==> src/rtl/xbus_fwd_pkg.sv <==
package xbus_fwd_pkg;

  typedef struct packed {
    logic isa;
    logic mst;
    logic mem;
    logic io;
  } en_flags_t;

  localparam logic [2:0] SEL_CTRL    = 3'd0;
  localparam logic [2:0] SEL_IO_BASE = 3'd1;
  localparam logic [2:0] SEL_IO_LIM  = 3'd2;
  localparam logic [2:0] SEL_MEM_BASE= 3'd3;
  localparam logic [2:0] SEL_MEM_LIM = 3'd4;

  localparam int NUM_WIN = 2;

endpackage

==> src/rtl/xbus_fwd_cfg.sv <==
module xbus_fwd_cfg
  import xbus_fwd_pkg::*;
#(
  parameter int ADDR_W = 32,
  parameter int SEL_W  = 3
) (
  input  logic              clk,
  input  logic              rst,
  input  logic              we,
  input  logic [SEL_W-1:0]  sel,
  input  logic [ADDR_W-1:0] wdata,
  output en_flags_t         flags,
  output logic [ADDR_W-1:0] win_base [NUM_WIN],
  output logic [ADDR_W-1:0] win_lim  [NUM_WIN]
);

  always_ff @(posedge clk) begin
    if (rst) begin
      flags <= '0;
    end else if (we && sel == SEL_CTRL) begin
      flags <= en_flags_t'(wdata[3:0]);
    end
  end

  // window 0 is I/O, window 1 is memory; selects pair up as base/limit
  for (genvar w = 0; w < NUM_WIN; w++) begin : g_win
    localparam logic [SEL_W-1:0] BASE_SEL = SEL_W'(1 + 2*w);
    localparam logic [SEL_W-1:0] LIM_SEL  = SEL_W'(2 + 2*w);
    always_ff @(posedge clk) begin
      if (rst) begin
        win_base[w] <= '0;
        win_lim[w]  <= '0;
      end else if (we) begin
        if (sel == BASE_SEL) win_base[w] <= wdata;
        if (sel == LIM_SEL)  win_lim[w]  <= wdata;
      end
    end
  end

endmodule

==> src/rtl/xbus_fwd_window.sv <==
module xbus_fwd_window #(
  parameter int ADDR_W = 32
) (
  input  logic [ADDR_W-1:0] addr,
  input  logic [ADDR_W-1:0] base,
  input  logic [ADDR_W-1:0] lim,
  output logic              hit
);

  logic above_base;
  logic below_lim;

  always_comb begin
    above_base = (addr >= base);
    below_lim  = (addr <= lim);
    hit        = above_base && below_lim;
  end

endmodule

==> src/rtl/xbus_fwd_decide.sv <==
module xbus_fwd_decide
  import xbus_fwd_pkg::*;
#(
  parameter int ADDR_W   = 32,
  parameter int LOW_BITS = 16,
  parameter int BLK_BITS = 10,
  parameter int SUB_BITS = 8
) (
  input  logic              valid,
  input  logic [ADDR_W-1:0] addr,
  input  logic              is_mem,
  input  logic              from_sec,
  input  en_flags_t         flags,
  input  logic              io_hit,
  input  logic              mem_hit,
  output logic              down,
  output logic              up
);

  logic below_low;
  logic upper_part;
  logic legacy_far;

  always_comb begin
    below_low  = (addr[ADDR_W-1:LOW_BITS] == '0);
    upper_part = (addr[BLK_BITS-1:SUB_BITS] != '0);
    legacy_far = flags.isa && below_low && upper_part;

    down = 1'b0;
    up   = 1'b0;
    if (valid) begin
      unique case ({is_mem, from_sec})
        2'b00: down = flags.io  && io_hit && !legacy_far;
        2'b01: up   = flags.mst && (legacy_far || !io_hit);
        2'b10: down = flags.mem && mem_hit;
        2'b11: up   = flags.mst && !mem_hit;
        default: ;
      endcase
    end
  end

endmodule

==> src/rtl/xbus_fwd_decode.sv <==
module xbus_fwd_decode
  import xbus_fwd_pkg::*;
#(
  parameter int ADDR_W = 32,
  parameter int SEL_W  = 3
) (
  input  logic              clk,
  input  logic              rst,
  input  logic              cfg_we,
  input  logic [SEL_W-1:0]  cfg_sel,
  input  logic [ADDR_W-1:0] cfg_wdata,
  input  logic              req_valid,
  input  logic [ADDR_W-1:0] req_addr,
  input  logic              req_is_mem,
  input  logic              req_from_sec,
  output logic              fwd_down,
  output logic              fwd_up
);

  en_flags_t         flags;
  logic [ADDR_W-1:0] win_base [NUM_WIN];
  logic [ADDR_W-1:0] win_lim  [NUM_WIN];
  logic [NUM_WIN-1:0] hit;
  logic              dn_c;
  logic              up_c;

  xbus_fwd_cfg #(.ADDR_W(ADDR_W), .SEL_W(SEL_W)) u_cfg (
    .clk      (clk),
    .rst      (rst),
    .we       (cfg_we),
    .sel      (cfg_sel),
    .wdata    (cfg_wdata),
    .flags    (flags),
    .win_base (win_base),
    .win_lim  (win_lim)
  );

  for (genvar w = 0; w < NUM_WIN; w++) begin : g_cmp
    xbus_fwd_window #(.ADDR_W(ADDR_W)) u_win (
      .addr (req_addr),
      .base (win_base[w]),
      .lim  (win_lim[w]),
      .hit  (hit[w])
    );
  end

  xbus_fwd_decide #(.ADDR_W(ADDR_W)) u_dec (
    .valid    (req_valid),
    .addr     (req_addr),
    .is_mem   (req_is_mem),
    .from_sec (req_from_sec),
    .flags    (flags),
    .io_hit   (hit[0]),
    .mem_hit  (hit[1]),
    .down     (dn_c),
    .up       (up_c)
  );

  always_ff @(posedge clk) begin
    if (rst) begin
      fwd_down <= 1'b0;
      fwd_up   <= 1'b0;
    end else begin
      fwd_down <= dn_c;
      fwd_up   <= up_c;
    end
  end

endmodule

==> config.mk <==
export PLATFORM = sky130hd
export DESIGN_NAME = xbus_fwd_decode
export DESIGN_NICKNAME = d
export VERILOG_FILES = /design/src/rtl/xbus_fwd_pkg.sv /design/src/rtl/xbus_fwd_cfg.sv /design/src/rtl/xbus_fwd_window.sv /design/src/rtl/xbus_fwd_decide.sv /design/src/rtl/xbus_fwd_decode.sv
export SDC_FILE = /design/constraint.sdc
export NUM_CORES = 1
export LEC_CHECK = 0
export BUFFER_PORTS_ARGS = -buffer_cell sky130_fd_sc_hd__buf_2
export CAP_MARGIN = 20
export CORE_MARGIN = 3
export CORE_UTILIZATION = 65
export CTS_CLUSTER_SIZE = 28
export DETAILED_ROUTE_END_ITERATION = 10
export HOLD_SLACK_MARGIN = 0.08
export PLACE_DENSITY = 0.94
export SKIP_LAST_GASP = 1
export SYNTH_ARGS = -nofsm -noshare
export SYNTH_HDL_FRONTEND = slang
export SYNTH_SLANG_ARGS = --single-unit
==> constraint.sdc <==
create_clock -name clk -period 4.1 [get_ports clk]
set_input_delay 0.41 -clock clk [delete_from_list [all_inputs] [get_ports clk]]
set_output_delay 0.41 -clock clk [all_outputs]
set_load 0.05 [all_outputs]
==> impl_metrics.tcl <==
set metrics [dict create \
    outcome "finished clean" \
    relSlewSlack_pct 51.4 \
    worstPathArrival_ns 2.78 \
    place_area_um2 8310 \
    r2r_slack_ns 1.69 \
    max_freq_mhz 415 \
    post-route-min-period_ns 2.41 \
    rsz0062_at_grt "no" \
    synth_async_sr_flop_share_pct 0 \
    crit_fanout 2 \
    finalCritPeriodShare_pct 58.8 \
    setup_viol 0 \
    r2r_end "fwd_up$_SDFF_PP0_" \
    synth-seq-area-share_pct 34.1 \
    die_w_um 116 \
    hold_violations 0 \
    num_vias 7531 \
    die_y_um 116 \
    worst_slew_pin_slew_ns 0.729 \
    drt-total-wl_um 21900 \
    place_ws_ns 1.44 \
    synthFlopType "dfxtp_1" \
    hold_path_depth 3 \
    place_congestion 0.912 \
    fin_worst_skew_ns 0.00352 \
    peakVddDrop_mv 0.272 \
    ys_warn_count 0 \
    crit_chain "ha_1, nand2b_1, a2111oi_0, nor4b_1, o31a_2, a211o_2, o211ai_2, and3_1" \
    r2r-start "u_cfg.win_base[32]$_SDFFE_PP0P_" \
    holdCritStartpoint "cfg_wdata[11]" \
    leakage_nw 3.42 \
    postSynthAreaPerCell_um2 7.56 \
    ioPinCount 75 \
    hp-class "primary input to flip-flop" \
    final_cells 1253 \
    place_inst 1221 \
    start_kind "flip-flop" \
    clkLatencyLatePin_ns 0.43 \
    num_antenna_cells 0 \
    drtIter0Drc 724 \
    power_mw 3.44 \
    drv_cap 0 \
    crit_slowest_cell "a2111oi_0" \
    drive_gt1_share_pct 11.4 \
    critical_path_class "flip-flop to flip-flop" \
    grt_pass1_vias 7315 \
    port_buffers 74 \
    cts_tree "yes" \
    critPathTopFamily "compound AO/OA/AOI/OAI gates" \
    setup_tns_ns 0 \
    antenna_found_initial 0 \
    path_buf_inv 0 \
    postLayoutSetupSlackWorst_ns 1.69 \
    vias_per_cell 6.01 \
    synth_edf_count 0 \
    cts_setup_buffers 0 \
    dieArea_um2 13400 \
    root_buffer "clkbuf_16" \
    synth_cell_types 53 \
    postLayoutCellArea_um2 8970 \
    critPathCaptureType "flip-flop" \
    hpwl_um 14600 \
    cpPeakStageDelay_ns 0.62 \
    grt_usage_pct 33.1 \
    grt_max_degree 53 \
    nNetsFinal 1298 \
    syn_area_um2 7860 \
    coreArea_um2 11600 \
    post_cts_resized 0 \
    power.density_nw_per_um2 384 \
    cts_buffer_depth 2 \
    rr_worst_depth 8 \
    numCtsBuffers 17 \
    clkTransAtPathRegs_ns 0.06 \
    netlist_instances 1039 \
    cts_sinks 134 \
    cts_hold_buf 0 \
    cp-startpoint "u_cfg.win_base[32]$_SDFFE_PP0P_" \
    initial_core_util_pct 67.7 \
    synth-seq-cells 134 \
    synthesis.nets 1240 \
    nFillCells 855 \
    grt_remaining_overflow 0 \
    drv_slew 0 \
    remaining_drc_errors 0 \
    area_growth_pct 14.2 \
    grt_first_pass_wirelength_um 34500 \
    routedWlPerCell_um 17.4 \
    critPathRequiredTime_ns 4.47 \
    fp-row-count 39 \
    firstDrtPassIters 8 \
    htree_levels 4 \
    postRouteAntennaNets 0 \
    hold_path_end "u_cfg.win_base[11]$_SDFFE_PP0P_" \
]
## layer usage
layer  routed length (um)  global-route usage [%]  vias up
li1                     -                       -     3583
met5                    0                       0        -
met3                 2070                    8.56       84
met2                10100                    54.2      388
met4                  876                    15.8        0
met1                 8850                    40.7     3476
## where the power goes
part	total (mW)	internal (mW)	switching (mW)
logic	0.401	0.152	0.249
registers	1.34	1.33	0.0140
clock network	1.70	1.13	0.566
## final cells by class
class	count	area, um^2	share of cell area [%]
clock inverters	7	138	1.53
repair buffers	83	440	4.91
well taps	143	179	1.99
clock buffers	25	526	5.86
multi-input cells	734	4530	50.5
flip-flops and latches	134	2680	29.9
inverters	127	477	5.31
## state kept, by name, summed over array words and instances, names as in the netlist
register,cells
u_cfg.flags,4
u_cfg.win_lim,64
u_cfg.win_base,64
fwd_up,1
fwd_down,1
## how the worst max path moves through the flow
stage | cells past startpoint | end
global route | 8 | fwd_up$_SDFF_PP0_
detailed placement | 10 | fwd_up$_SDFF_PP0_
floorplan | 9 | fwd_up$_SDFF_PP0_
CTS | 8 | fwd_up$_SDFF_PP0_
finish | 8 | fwd_up$_SDFF_PP0_
global placement | 10 | fwd_up$_SDFF_PP0_
## placed cells by master (no fill, tap or decap), drive strengths merged, types with 2 or more instances in the layout
cell type | synthesis | final
a21oi | 177 | 177
buf | 1 | 83
o22ai | 2 | 2
mux2i | 4 | 4
nor3 | 4 | 4
a211o | 2 | 2
and4 | 3 | 3
o21ai | 13 | 13
clkbuf | 43 | 25
clkinv | 0 | 2
dfxtp | 134 | 134
o21a | 4 | 4
a21o | 19 | 19
nand4 | 22 | 22
a2111oi | 2 | 2
a221oi | 2 | 2
bufinv | 0 | 4
and3 | 4 | 4
inv | 127 | 127
nand2 | 284 | 284
nor2b | 3 | 3
ha | 128 | 128
o211ai | 2 | 2
nor4b | 3 | 3
nor4 | 6 | 6
nor2 | 16 | 16
nand2b | 2 | 2
or4 | 3 | 3
nand3 | 12 | 12
## stage by stage
stage	hold WS, ns	utilization [%]
final	0.249	77.2
after global routing	0.250	77.2
after floorplan	0.436	-
after detailed placement	0.446	71.5
after global placement	0.442	71.5
after CTS	0.244	77.2
## worst reg2reg max path, stage by stage, from the launching register on
cell and delay [ns]:
dfxtp_1 0.31, ha_1 0.26, nand2b_1 0.16, a2111oi_0 0.62, nor4b_1 0.15, o31a_2 0.32
a211o_2 0.28, o211ai_2 0.09, and3_1 0.17
## cells in the mapped netlist, types with 4 or more instances
library cell / number / area (um^2)
a21o_1: 19 / 143
a21oi_1: 176 / 881
clkbuf_1: 43 / 161
dfxtp_1: 134 / 2680
ha_1: 128 / 1600
inv_1: 127 / 477
mux2i_1: 4 / 40.0
nand2_1: 282 / 1060
nand3_1: 12 / 60.1
nand4_1: 22 / 138
nor2_1: 16 / 60.1
nor3_1: 4 / 20.0
nor4_1: 6 / 37.5
o21a_1: 4 / 30.0
o21ai_0: 12 / 60.1
## cell families (layout without fill, tap and decap cells)
family / count (synthesis) / count (layout) / synth area share (%)
simple gates: 369 / 369 / 20.1
compound gates: 233 / 233 / 16.6
buf+inv: 171 / 242 / 8.26
flops: 134 / 134 / 34.1
fa+ha+maj: 128 / 128 / 20.4
mux: 4 / 4 / 0.509
No activity file was read; power rests on OpenSTA's default activity.
